$ cat src/rtl/ctrl_fe_pkg.sv
package ctrl_fe_pkg;
  localparam int BYTE_W   = 8;
  localparam int BUS_W    = 2 * BYTE_W;
  localparam int NREG     = 16;
  localparam int PTR_W    = $clog2(NREG);
  localparam int STB_N    = 9;
  localparam int SHIFT_W  = 2;

  // strobe positions
  localparam int STB_EXT_CLR   = 0;
  localparam int STB_ABORT     = 1;
  localparam int STB_RX_ARM    = 2;
  localparam int STB_TXIP_CLR  = 3;
  localparam int STB_ERR_CLR   = 4;
  localparam int STB_IUS_CLR   = 5;
  localparam int STB_RXCRC_RST = 6;
  localparam int STB_TXCRC_RST = 7;
  localparam int STB_UNDR_CLR  = 8;

  localparam logic [2:0] MID_UPPER_BANK = 3'b001;

  function automatic logic [STB_N-1:0] decode_fields(input logic [BYTE_W-1:0] b);
    logic [STB_N-1:0] s;
    s = '0;
    case (b[5:3])
      3'b010:  s[STB_EXT_CLR]  = 1'b1;
      3'b011:  s[STB_ABORT]    = 1'b1;
      3'b100:  s[STB_RX_ARM]   = 1'b1;
      3'b101:  s[STB_TXIP_CLR] = 1'b1;
      3'b110:  s[STB_ERR_CLR]  = 1'b1;
      3'b111:  s[STB_IUS_CLR]  = 1'b1;
      default: ;
    endcase
    case (b[7:6])
      2'b01:   s[STB_RXCRC_RST] = 1'b1;
      2'b10:   s[STB_TXCRC_RST] = 1'b1;
      2'b11:   s[STB_UNDR_CLR]  = 1'b1;
      default: ;
    endcase
    return s;
  endfunction
endpackage

$ cat src/rtl/ctrl_cmd_decoder.sv
module ctrl_cmd_decoder
  import ctrl_fe_pkg::*;
(
  input  logic                en,
  input  logic                alt,
  input  logic [BYTE_W-1:0]   cmd_byte,
  output logic [STB_N-1:0]    stb,
  output logic                ptr_load,
  output logic [PTR_W-1:0]    ptr_new,
  output logic                shift_load,
  output logic [SHIFT_W-1:0]  shift_code
);
  always_comb begin
    stb        = en ? decode_fields(cmd_byte) : '0;
    ptr_load   = en & ~alt;
    ptr_new    = {(cmd_byte[5:3] == MID_UPPER_BANK), cmd_byte[2:0]};
    shift_load = en & alt & cmd_byte[1];
    shift_code = cmd_byte[1:0];
  end
endmodule

$ cat src/rtl/ctrl_ptr_ctrl.sv
module ctrl_ptr_ctrl
  import ctrl_fe_pkg::*;
(
  input  logic               clk,
  input  logic               rst_n,
  input  logic               acc,
  input  logic               ptr_load,
  input  logic [PTR_W-1:0]   ptr_new,
  input  logic               shift_load,
  input  logic [SHIFT_W-1:0] shift_code,
  output logic [PTR_W-1:0]   ptr_q,
  output logic [SHIFT_W-1:0] shift_q
);
  logic [PTR_W-1:0]   ptr_d;
  logic [SHIFT_W-1:0] shift_d;
  logic               ptr_en;

  always_comb begin
    ptr_en = acc;
    ptr_d  = ptr_q;
    if (ptr_q != '0)   ptr_d = '0;
    else if (ptr_load) ptr_d = ptr_new;
    shift_d = shift_load ? shift_code : shift_q;
  end

  always_ff @(posedge clk or negedge rst_n) begin
    if (!rst_n) begin
      ptr_q   <= '0;
      shift_q <= '0;
    end else begin
      if (ptr_en)     ptr_q   <= ptr_d;
      if (shift_load) shift_q <= shift_d;
    end
  end
endmodule

$ cat src/rtl/ctrl_reg_bank.sv
module ctrl_reg_bank
  import ctrl_fe_pkg::*;
#(
  parameter int N_REG = NREG,
  parameter int W     = BYTE_W,
  localparam int IW   = $clog2(N_REG)
) (
  input  logic             clk,
  input  logic             rst_n,
  input  logic             we,
  input  logic [IW-1:0]    idx,
  input  logic [W-1:0]     din,
  output logic [N_REG*W-1:0] regs_flat
);
  assign regs_flat[W-1:0] = '0;

  for (genvar i = 1; i < N_REG; i++) begin : g_reg
    logic         en_i;
    logic [W-1:0] q_i;
    assign en_i = we && (idx == IW'(i));
    always_ff @(posedge clk or negedge rst_n) begin
      if (!rst_n)    q_i <= '0;
      else if (en_i) q_i <= din;
    end
    assign regs_flat[i*W +: W] = q_i;
  end
endmodule

$ cat src/rtl/ctrl_reg_frontend.sv
module ctrl_reg_frontend
  import ctrl_fe_pkg::*;
(
  input  logic                  clk,
  input  logic                  rst_n,
  input  logic                  cs,
  input  logic                  rd,
  input  logic                  wr,
  input  logic                  alt_mode,
  input  logic [BUS_W-1:0]      wdata,
  output logic [BUS_W-1:0]      rdata,
  output logic [STB_N-1:0]      cmd_stb_o,
  output logic [SHIFT_W-1:0]    shift_o,
  output logic [NREG*BYTE_W-1:0] wreg_o
);
  logic               acc, wr_acc, rd_acc, at_zero;
  logic [PTR_W-1:0]   ptr_q, ptr_new;
  logic               ptr_load, shift_load;
  logic [SHIFT_W-1:0] shift_code;
  logic [BYTE_W-1:0]  lo_byte, rd_byte;
  logic [BYTE_W-1:0]  hi_lane_unused;

  assign acc            = cs & (rd ^ wr);
  assign wr_acc         = acc & wr;
  assign rd_acc         = acc & rd;
  assign at_zero        = (ptr_q == '0);
  assign lo_byte        = wdata[BYTE_W-1:0];
  assign hi_lane_unused = wdata[BUS_W-1:BYTE_W];

  ctrl_cmd_decoder u_dec (
    .en         (wr_acc & at_zero),
    .alt        (alt_mode),
    .cmd_byte   (lo_byte),
    .stb        (cmd_stb_o),
    .ptr_load   (ptr_load),
    .ptr_new    (ptr_new),
    .shift_load (shift_load),
    .shift_code (shift_code)
  );

  ctrl_ptr_ctrl u_ptr (
    .clk        (clk),
    .rst_n      (rst_n),
    .acc        (acc),
    .ptr_load   (ptr_load),
    .ptr_new    (ptr_new),
    .shift_load (shift_load),
    .shift_code (shift_code),
    .ptr_q      (ptr_q),
    .shift_q    (shift_o)
  );

  ctrl_reg_bank #(.N_REG(NREG), .W(BYTE_W)) u_bank (
    .clk       (clk),
    .rst_n     (rst_n),
    .we        (wr_acc & ~at_zero),
    .idx       (ptr_q),
    .din       (lo_byte),
    .regs_flat (wreg_o)
  );

  always_comb begin
    if (at_zero) rd_byte = {{(BYTE_W-SHIFT_W){1'b0}}, shift_o};
    else         rd_byte = wreg_o[ptr_q*BYTE_W +: BYTE_W];
    rdata = rd_acc ? {rd_byte, rd_byte} : '0;
  end
endmodule

$ cat config.mk
export PLATFORM = sky130hd
export DESIGN_NAME = ctrl_reg_frontend
export DESIGN_NICKNAME = d
export VERILOG_FILES = /design/src/rtl/ctrl_fe_pkg.sv /design/src/rtl/ctrl_cmd_decoder.sv /design/src/rtl/ctrl_ptr_ctrl.sv /design/src/rtl/ctrl_reg_bank.sv /design/src/rtl/ctrl_reg_frontend.sv
export SDC_FILE = /design/constraint.sdc
export NUM_CORES = 1
export LEC_CHECK = 0
export ABC_CLOCK_PERIOD_IN_PS = 4000
export BUFFER_PORTS_ARGS = -buffer_cell sky130_fd_sc_hd__buf_2
export CAP_MARGIN = 15
export CELL_PAD_IN_SITES_DETAIL_PLACEMENT = 1
export CELL_PAD_IN_SITES_GLOBAL_PLACEMENT = 2
export CORE_MARGIN = 3
export CORE_UTILIZATION = 39
export CTS_BUF_LIST = sky130_fd_sc_hd__clkbuf_2 sky130_fd_sc_hd__clkbuf_4 sky130_fd_sc_hd__clkbuf_8
export CTS_CLUSTER_DIAMETER = 60
export DETAILED_ROUTE_END_ITERATION = 6
export PLACE_DENSITY = 0.85
export SETUP_SLACK_MARGIN = 0.2
export SKIP_LAST_GASP = 1
export SLEW_MARGIN = 20
export SYNTH_ARGS = -nofsm -noshare
export SYNTH_HDL_FRONTEND = slang
export SYNTH_SLANG_ARGS = --single-unit
$ cat constraint.sdc
create_clock -name clk -period 4 [get_ports clk]
set_input_delay 0.8 -clock clk [delete_from_list [all_inputs] [get_ports clk]]
set_output_delay 0.8 -clock clk [all_outputs]
set_load 0.02 [all_outputs]
==> results of run 1 <==
power groups by stage:
stage	combinational (W)	clock [W]	sequential [W]
global placement	0.000714	0	0.00155
global route	0.000776	0.00128	0.00156
detailed placement	0.000730	0	0.00156
floorplan	0.000361	0	0.00166
CTS	0.000731	0.00123	0.00154
finish	0.000720	0.00120	0.00154
synthesized netlist by cell type (2+ instances only):
| library cell | n |
|---|---|
| mux2i_1 | 14 |
| clkbuf_1 | 12 |
| nand3_2 | 2 |
| nor2b_1 | 3 |
| o211a_1 | 5 |
| buf_4 | 18 |
| nor3_1 | 3 |
| nand3b_1 | 2 |
| mux4_2 | 17 |
| nor2_1 | 13 |
| o22ai_1 | 8 |
| nand2_2 | 3 |
| buf_6 | 3 |
| nand3_1 | 2 |
| buf_2 | 9 |
| nand2b_1 | 5 |
| and3_1 | 2 |
| o221ai_1 | 2 |
| dfrtp_1 | 126 |
| a221oi_1 | 8 |
| nand2_1 | 13 |
| a22o_1 | 4 |
| inv_1 | 3 |
| buf_1 | 2 |
| o21ai_0 | 4 |
| nor2_2 | 6 |
| mux2_2 | 136 |
cells by family after synthesis:
logic type / Yosys count
AO/OA/AOI/OAI: 32
flip-flops: 126
buffers and inverters: 47
other: 1
AND/OR/NAND/NOR: 67
multiplexers: 168
sequential cells by signal, summed over array words and instances (netlist names):
| name | flops |
|---|---|
| u_ptr.ptr_q | 4 |
| u_bank.g.q_i | 120 |
| u_ptr.shift_q | 2 |
layout make-up:
class | instances | area [um^2]
Clock inverter | 6 | 105
Multi-Input combinational cell | 275 | 2760
Fill cell | 1647 | 7840
Clock buffer | 26 | 327
Inverter | 3 | 11.3
Tap cell | 211 | 264
Sequential cell | 126 | 3160
Timing Repair Buffer | 164 | 846
worst max-delay path by stage:
stage / end / slack (ns) / cells after the start
after CTS: rdata[1] / 0.34 / 5
after global placement: rdata[9] / 0.88 / 5
final: rdata[1] / 0.37 / 5
after global routing: rdata[6] / 0.20 / 5
after detailed placement: rdata[1] / 0.84 / 5
after floorplan: rdata[8] / 1.23 / 7
per-stage QoR:
step           hold WS (ns)  cells  power [W]  setup slack (ns)
3_5_place_dp          0.512    779    0.00229             0.838
6_report              0.499    811    0.00346             0.366
5_1_grt               0.541    811    0.00362             0.205
2_1_floorplan         0.504    448    0.00202              1.23
3_3_place_gp          0.497    779    0.00226             0.882
4_1_cts               0.520    811    0.00349             0.340
worst register-to-register path: stages (launching register included):
cell	delay [ns]
dfrtp_1	0.89
inv_1	0.56
nor2_1	0.32
nand2_1	0.44
mux2_2	0.44
metal layers:
layer	global-route usage	vias to the layer above	share of wire
met5	0	-	0
met4	0.0712	0	0.015
met3	0.0542	20	0.052
met2	0.355	119	0.51
met1	0.264	2234	0.42
li1	-	1900	-
==> impl_metrics.csv, run 1 <==
group,metric,value,unit
outcome,outcome,"completed",
layout,final_area,7470,um^2
power_and_ir_drop,ir_drop,0.258,mV
clock_tree,cts.repair.resized,0,
logic_synthesis,synth-adder-area-share,0,
sta,fin_worst_skew,0.00814,ns
sta,tns,0,ns
sta,finalCriticalPeriod,3.63,ns
logic_synthesis,synth_top_family_by_area,"multiplexers",
logic_synthesis,synth_flop_cell,"dfrtp_1",
clock_tree,cts_hold_buf,0,
logic_synthesis,async_flop_share,1.00,
sta,fmax,275,MHz
sta,hold_viol,0,
sta,slew_viol_final,0,
power_and_ir_drop,p_clk_frac,0.347,
worst_setup_path,crit_family,"flip-flops",
logic_synthesis,syn_area,6170,um^2
placement,gp_congestion,0.781,
sta,rsz0062_at_grt,"false",
logic_synthesis,synthSimpleGateAreaFrac,0.0674,
logic_synthesis,synth_edf_count,0,
floorplan,core,15300,um^2
power_and_ir_drop,combPwrFrac,0.208,
grt,grt_max_degree,76,
floorplan,die-area,17400,um^2
layout,fin_util,0.488,
worst_setup_path,critPathLaunchType,"flip-flop",
floorplan,initial_utilization,0.403,
logic_synthesis,muxShareOfSynthArea,0.336,
power_and_ir_drop,p_int,0.00242,W
logic_synthesis,yosys_warnings,0,
logic_synthesis,synth_top_cell_by_area,"dfrtp_1",
logic_synthesis,synthXorXnorAreaFrac,0,
power_and_ir_drop,power_density,463,nW/um^2
floorplan,die_h,132,um
grt,grt_pass1_wl,27.7,mm
power_and_ir_drop,pwr-share-seq,0.445,
layout,drive_gt1_frac,0.617,
clock_tree,clk-insertion-delay-late,0.45,ns
clock_tree,clk_pin_slew_worst_paths,0.07,ns
detailed_routing,drcViolationCount,0,
worst_setup_path,crit_start,"u_ptr.ptr_q[0]$_DFFE_PN0P_",
layout,layout_common_cells,"buf_2 (159), mux2_2 (136), dfrtp_1 (124)",
clock_tree,tritoncts,"done",
grt,antenna_found_initial,0,
worst_setup_path,worstReg2RegStart,"u_ptr.ptr_q[3]$_DFFE_PN0P_",
worst_setup_path,crit_arrival,2.83,ns
detailed_routing,num_vias,4273,
logic_synthesis,synthTopCellsByArea,"dfrtp_1 (51%), mux2_2 (25%), mux4_2 (6.2%)",
job,drv_cap,0,
clock_tree,cts_num_sinks,126,
logic_synthesis,ys_seq_area_frac,0.511,
worst_setup_path,crit_path_cell_trace,"buf_4, mux4_2, mux2i_1, o21ai_0, buf_2",
logic_synthesis,synth_compound_area_frac,0.0402,
layout,num_antenna_cells,0,
logic_synthesis,yosysTopAreaCellShare,0.511,
worst_setup_path,r2r_end,"u_bank.g_reg[8].q_i[5]$_DFFE_PN0P_",
layout,layout.nets,609,
clock_tree,htree_num_levels,4,
worst_setup_path,critPathKind,"flip-flop to output port",
placement,dp_hpwl,12.5,mm
worst_setup_path,worstSetupEndpointType,"output port",
detailed_routing,drt_wl_total,17.9,mm
sta,slew_headroom,0.329,
worst_setup_path,worstRegToRegCells,4,
clock_tree,cts_inserted_buffers,17,
floorplan,rows,45,
worst_setup_path,crit_slowest_cell,"dfrtp_2",
worst_setup_path,required,3.20,ns
layout,syn2layout_area_growth,21.1,%
detailed_routing,dr.pass1.iters,4,
detailed_routing,ant_nets,0,
worst_setup_path,worst-path-buf-inv,2,
placement,port_buffers,160,
floorplan,die_w,132,um
min_path,holdCritPathClass,"primary input to asynchronous set/reset pin",
power_and_ir_drop,switchingPower,0.00103,W
placement,place_area,7040,um^2
worst_setup_path,worst-r2r-setup-slack,1.23,ns
sta,tightest_slew,1.01,ns
worst_setup_path,slowest_delay,0.90,ns
grt,gr-total-overflow,0,
power_and_ir_drop,sw_frac_of_total,0.299,
detailed_routing,post_drt_wl_per_cell,22.0,um
sta,setup_viol,0,
logic_synthesis,ys_seq_elements,126,
sta,post-route-period-util,0.909,
clock_tree,root_buffer,"clkbuf_8",
clock_tree,clockBufferDepth,2,
layout,final_common_cell,"buf_2",
logic_synthesis,synth.avg_cell_area,14.0,um^2
clock_tree,post-cts-setup-buffers,0,
logic_synthesis,yosysUniqueCellTypes,43,
detailed_routing,via_per_inst,5.27,
logic_synthesis,syn_inst,441,
power_and_ir_drop,p_leak,4.09,nW
worst_setup_path,critPathMaxFanout,30,
floorplan,io_pins,177,
grt,grt_pass1_vias,4595,
grt,grt.total_usage,0.210,
detailed_routing,drtIter0Drc,117,
No activity file was read; power rests on OpenSTA's default activity.
==> run 2: changes to the inputs <==
--- a/config.mk
+++ b/config.mk
@@ -5,17 +5,17 @@
 export SDC_FILE = /design/constraint.sdc
 export NUM_CORES = 1
 export LEC_CHECK = 0
-export ABC_CLOCK_PERIOD_IN_PS = 4000
+export ABC_CLOCK_PERIOD_IN_PS = 3900
 export BUFFER_PORTS_ARGS = -buffer_cell sky130_fd_sc_hd__buf_2
 export CAP_MARGIN = 15
 export CELL_PAD_IN_SITES_DETAIL_PLACEMENT = 1
 export CELL_PAD_IN_SITES_GLOBAL_PLACEMENT = 2
 export CORE_MARGIN = 3
-export CORE_UTILIZATION = 39
+export CORE_UTILIZATION = 36
 export CTS_BUF_LIST = sky130_fd_sc_hd__clkbuf_2 sky130_fd_sc_hd__clkbuf_4 sky130_fd_sc_hd__clkbuf_8
 export CTS_CLUSTER_DIAMETER = 60
 export DETAILED_ROUTE_END_ITERATION = 6
-export PLACE_DENSITY = 0.85
+export PLACE_DENSITY = 0.79
 export SETUP_SLACK_MARGIN = 0.2
 export SKIP_LAST_GASP = 1
 export SLEW_MARGIN = 20
==> constraint.sdc (replaced) <==
create_clock -name clk -period 3.9 [get_ports clk]
set_input_delay 0.78 -clock clk [delete_from_list [all_inputs] [get_ports clk]]
set_output_delay 0.78 -clock clk [all_outputs]
set_load 0.02 [all_outputs]
==> run 2 against run 1 <==
Critical path depth increased by 1. Core utilization decreased by 2.9 points. Worst hold slack worse by 0.015 ns. Clock skew decreased by 0.0011 ns. Total power grew 15%. Combinational power grew 5.1%. Register-to-register slack better by 0.25 ns. Via count increased by 0.12%. Critical path type unchanged.
==> impl_metrics.csv, run 2 (synthesis results as in run 1) <==
group,metric,value,unit
clock_tree,root_buffer,"clkbuf_8",
grt,grt_pass1_wl,27.9,mm
outcome,outcome,"completed",
worst_setup_path,worstReg2RegStart,"u_ptr.ptr_q[3]$_DFFE_PN0P_",
placement,port_buffers,160,
worst_setup_path,crit_start,"u_ptr.ptr_q[1]$_DFFE_PN0P_",
power_and_ir_drop,ir_drop,0.280,mV
min_path,holdCritPathClass,"primary input to asynchronous set/reset pin",
worst_setup_path,worstRegToRegCells,4,
worst_setup_path,worst-path-buf-inv,2,
placement,dp_hpwl,12.7,mm
sta,finalCriticalPeriod,3.42,ns
worst_setup_path,crit_path_cell_trace,"buf_4, mux2_2, a221oi_1, nor2_1, o211a_1, buf_2",
worst_setup_path,critPathMaxFanout,18,
layout,top_regs,"u_bank.g.q_i: 120 flops, u_ptr.ptr_q: 4 flops, u_ptr.shift_q: 2 flops",
sta,fin_worst_skew,0.00702,ns
detailed_routing,drcViolationCount,0,
clock_tree,cts_num_sinks,126,
clock_tree,htree_num_levels,4,
clock_tree,clk-insertion-delay-late,0.44,ns
worst_setup_path,critPathKind,"flip-flop to output port",
worst_setup_path,worst-r2r-setup-slack,1.48,ns
worst_setup_path,worstSetupEndpointType,"output port",
worst_setup_path,critPathLaunchType,"flip-flop",
layout,layout.nets,612,
detailed_routing,num_vias,4278,
layout,syn2layout_area_growth,24.1,%
sta,fmax,292,MHz
clock_tree,cts_hold_buf,0,
sta,tightest_slew,0.992,ns
grt,grt.total_usage,0.199,
sta,post-route-period-util,0.877,
clock_tree,cts_inserted_buffers,17,
worst_setup_path,slowest_delay,0.66,ns
worst_setup_path,crit_slowest_cell,"dfrtp_2",
clock_tree,clockBufferDepth,2,
sta,timing.hold.ws,0.484,ns
detailed_routing,dr.pass1.iters,4,
floorplan,die_h,137,um
worst_setup_path,r2r_end,"u_bank.g_reg[6].q_i[4]$_DFFE_PN0P_",
power_and_ir_drop,p_leak,4.16,nW
sta,slew_headroom,0.339,
clock_tree,clk_pin_slew_worst_paths,0.08,ns
grt,grt_max_degree,75,
sta,setup_viol,0,
grt,grt_pass1_vias,4625,
detailed_routing,drtIter0Drc,116,
sta,hold_viol,0,
detailed_routing,drt_wl_total,18.3,mm
layout,drive_gt1_frac,0.619,
floorplan,io_pins,177,
power_and_ir_drop,power_density,518,nW/um^2
detailed_routing,ant_nets,0,
layout,layout_common_cells,"buf_2 (159), mux2_2 (136), dfrtp_1 (124)",
layout,final_common_cell,"buf_2",
layout,largest_register_ffs,120,
floorplan,rows,47,
sta,setup_ws,0.478,ns
detailed_routing,post_drt_wl_per_cell,22.2,um
placement,place_area,7070,um^2
floorplan,die_w,137,um
grt,gr-total-overflow,0,
layout,fin_util,0.458,
layout,fillers,1782,
clock_tree,tritoncts,"done",
layout,final_area,7660,um^2
worst_setup_path,crit_arrival,2.64,ns
sta,rsz0062_at_grt,"false",
clock_tree,post-cts-setup-buffers,0,
worst_setup_path,crit_family,"flip-flops",
floorplan,die-area,18700,um^2
layout,regMostFlops,"u_bank.g.q_i",
worst_setup_path,required,3.12,ns
placement,gp_congestion,0.765,
clock_tree,cts.repair.resized,0,
placement,dp_slack,0.904,ns
floorplan,initial_utilization,0.369,
floorplan,core,16700,um^2
detailed_routing,via_per_inst,5.19,
grt,antenna_found_initial,1,
sta,slew_viol_final,0,
job,drv_cap,0,
sta,tns,0,ns
[run 2: cell count changes in the layout (fill, tap and decap cells not counted), sizes merged]
cell      change
bufinv        +7
diode         +1
clkbuf        -8
buf           +3
clkinvlp      +2
inv           +2
clkinv        -3
[run 2: layer usage]
metal,GRT usage,up-vias,wire (um)
met5,0,-,0
met4,0.0615,0,297
met3,0.0426,21,726
met2,0.336,115,9300
met1,0.259,2231,7940
li1,-,1911,-
[run 2: worst max-delay path by stage]
stage | end | cells past startpoint | slack, ns
2_1_floorplan | rdata[8] | 7 | 1.15
5_1_grt | rdata[7] | 6 | 0.26
3_3_place_gp | rdata[5] | 6 | 0.93
4_1_cts | rdata[14] | 5 | 0.41
3_5_place_dp | rdata[10] | 6 | 0.90
6_report | rdata[7] | 6 | 0.48
[run 2: area by class of cell]
class,instances,area (um^2),share of cell area
clock inverters,14,333,0.0435
well taps,220,275,0.0360
multi-input cells,275,2760,0.361
inverters,3,11.3,0.00147
clock buffers,18,248,0.0324
diodes,1,2.50,0.000327
flip-flops and latches,126,3160,0.412
repair buffers,167,868,0.113
[run 2: where the power goes]
group	internal, W	leakage, nW	switching [W]
clock	0.00111	0.280	0.000539
combinational	0.000318	2.15	0.000439
sequential	0.00144	1.73	0.000127
[run 2: per-stage QoR]
stage | power (W) | std cells
finish | 0.00397 | 824
global route | 0.00415 | 824
CTS | 0.00402 | 823
detailed placement | 0.00236 | 791
global placement | 0.00233 | 791
floorplan | 0.00207 | 448
==> run 3: changes to the inputs <==
--- a/config.mk
+++ b/config.mk
@@ -15,6 +15,7 @@
 export CTS_BUF_LIST = sky130_fd_sc_hd__clkbuf_2 sky130_fd_sc_hd__clkbuf_4 sky130_fd_sc_hd__clkbuf_8
 export CTS_CLUSTER_DIAMETER = 60
 export DETAILED_ROUTE_END_ITERATION = 6
+export MAX_ROUTING_LAYER = met4
 export PLACE_DENSITY = 0.79
 export SETUP_SLACK_MARGIN = 0.2
 export SKIP_LAST_GASP = 1
==> run 3 against run 2 <==
Via count fell by 0.56%. Register-to-register slack barely moved. Routed wire length fell by 0.19%. Critical path depth did not move. Global-route usage rose by 0.61 points. Worst hold slack barely moved. Clock skew barely moved. Final area did not move. Non-clock buffer count did not move. First-iteration DRC count rose by 0.86%. Critical path type unchanged. Largest power group unchanged.
==> impl_metrics.csv, run 3 (synthesis results as in run 1) <==
group,metric,value,unit
layout,final_common_cell,"buf_2",
floorplan,die_h,137,um
grt,grt.total_usage,0.206,
power_and_ir_drop,p_leak,4.16,nW
floorplan,rows,47,
detailed_routing,drt_wl_total,18.2,mm
placement,dp_hpwl,12.7,mm
power_and_ir_drop,ir_drop,0.280,mV
power_and_ir_drop,power_density,519,nW/um^2
sta,slew_headroom,0.343,
layout,top_regs,"u_bank.g.q_i: 120 flops, u_ptr.ptr_q: 4 flops, u_ptr.shift_q: 2 flops",
worst_setup_path,critPathLaunchType,"flip-flop",
clock_tree,cts_hold_buf,0,
placement,dp_slack,0.904,ns
layout,fin_util,0.458,
detailed_routing,num_vias,4254,
sta,tns,0,ns
sta,post-route-period-util,0.877,
detailed_routing,drcViolationCount,0,
grt,grt_pass1_vias,4643,
sta,tightest_slew,0.985,ns
clock_tree,cts_num_sinks,126,
clock_tree,cts.repair.resized,0,
clock_tree,clk_pin_slew_worst_paths,0.08,ns
sta,fin_worst_skew,0.00706,ns
layout,layout_common_cells,"buf_2 (159), mux2_2 (136), dfrtp_1 (124)",
floorplan,die-area,18700,um^2
layout,syn2layout_area_growth,24.1,%
sta,finalCriticalPeriod,3.42,ns
job,drv_cap,0,
worst_setup_path,critPathKind,"flip-flop to output port",
placement,port_buffers,160,
layout,drive_gt1_frac,0.619,
grt,grt_max_degree,75,
sta,slew_viol_final,0,
floorplan,io_pins,177,
clock_tree,clk-insertion-delay-late,0.44,ns
sta,hold_viol,0,
sta,fmax,292,MHz
detailed_routing,via_per_inst,5.16,
detailed_routing,dr.pass1.iters,4,
grt,gr-total-overflow,0,
worst_setup_path,required,3.12,ns
outcome,outcome,"completed",
placement,gp_congestion,0.776,
grt,grt_pass1_wl,27.9,mm
clock_tree,cts_inserted_buffers,17,
clock_tree,clockBufferDepth,2,
clock_tree,post-cts-setup-buffers,0,
detailed_routing,post_drt_wl_per_cell,22.1,um
layout,regMostFlops,"u_bank.g.q_i",
floorplan,initial_utilization,0.369,
worst_setup_path,worstSetupEndpointType,"output port",
floorplan,die_w,137,um
floorplan,core,16700,um^2
sta,rsz0062_at_grt,"false",
clock_tree,htree_num_levels,4,
layout,largest_register_ffs,120,
min_path,holdCritPathClass,"primary input to asynchronous set/reset pin",
worst_setup_path,crit_arrival,2.64,ns
detailed_routing,drtIter0Drc,117,
worst_setup_path,critPathMaxFanout,18,
detailed_routing,ant_nets,0,
grt,antenna_found_initial,1,
sta,setup_viol,0,
clock_tree,tritoncts,"done",
clock_tree,root_buffer,"clkbuf_8",
layout,layout.nets,612,
sta,setup_ws,0.480,ns
## run 3: layout make-up
class	instances	area, um^2
clock inverter	14	333
tap	220	275
timing repair buffer	167	868
clock buffer	18	248
inverter	3	11.3
fill	1782	9040
antenna	1	2.50
sequential	126	3160
multi-input combinational	275	2760
## run 3: per-stage QoR
step                      total power, W  instances  cell area, um^2  hold slack (ns)
after floorplan                  0.00207        448             6190            0.484
after global placement           0.00233        791             7070            0.502
after detailed placement         0.00236        791             7070            0.508
after CTS                        0.00402        823             7650            0.498
after global routing             0.00414        824             7660            0.524
final                            0.00397        824             7660            0.484
## run 3: worst max-delay path, cell delays in order (launching register included)
cell	delay (ns)
dfrtp_2	0.66
buf_4	0.37
mux2_2	0.39
a221oi_1	0.25
nor2_1	0.10
o211a_1	0.25
buf_2	0.17
## run 3: routing by layer
metal / global-route usage / vias up / part of all wire
li1: - / 1907 / -
met1: 0.261 / 2221 / 0.43
met2: 0.336 / 107 / 0.52
met3: 0.0401 / 19 / 0.039
met4: 0.0615 / 0 / 0.014
met5: - / - / 0
## run 3: final timing paths
check	from	endpoint	slack [ns]	depth (start not counted)
setup / recovery	u_ptr.ptr_q[1]$_DFFE_PN0P_	rdata[10]	0.48	6
hold / removal	rst_n	u_bank.g_reg[7].q_i[6]$_DFFE_PN0P_	0.48	1
setup reg to reg	u_ptr.ptr_q[3]$_DFFE_PN0P_	u_bank.g_reg[6].q_i[4]$_DFFE_PN0P_	1.49	4
hold reg to reg	u_bank.g_reg[4].q_i[6]$_DFFE_PN0P_	u_bank.g_reg[4].q_i[6]$_DFFE_PN0P_	0.53	1
max in group asynchronous	rst_n	u_bank.g_reg[5].q_i[2]$_DFFE_PN0P_	2.56	2
min in group clk	u_bank.g_reg[4].q_i[6]$_DFFE_PN0P_	u_bank.g_reg[4].q_i[6]$_DFFE_PN0P_	0.53	1
## run 3: report_power, final
part           internal (W)  leakage, nW  switching (W)
Sequential          0.00144         1.73       0.000128
Clock               0.00111        0.280       0.000546
Combinational      0.000318         2.15       0.000438
Total               0.00286         4.16        0.00111
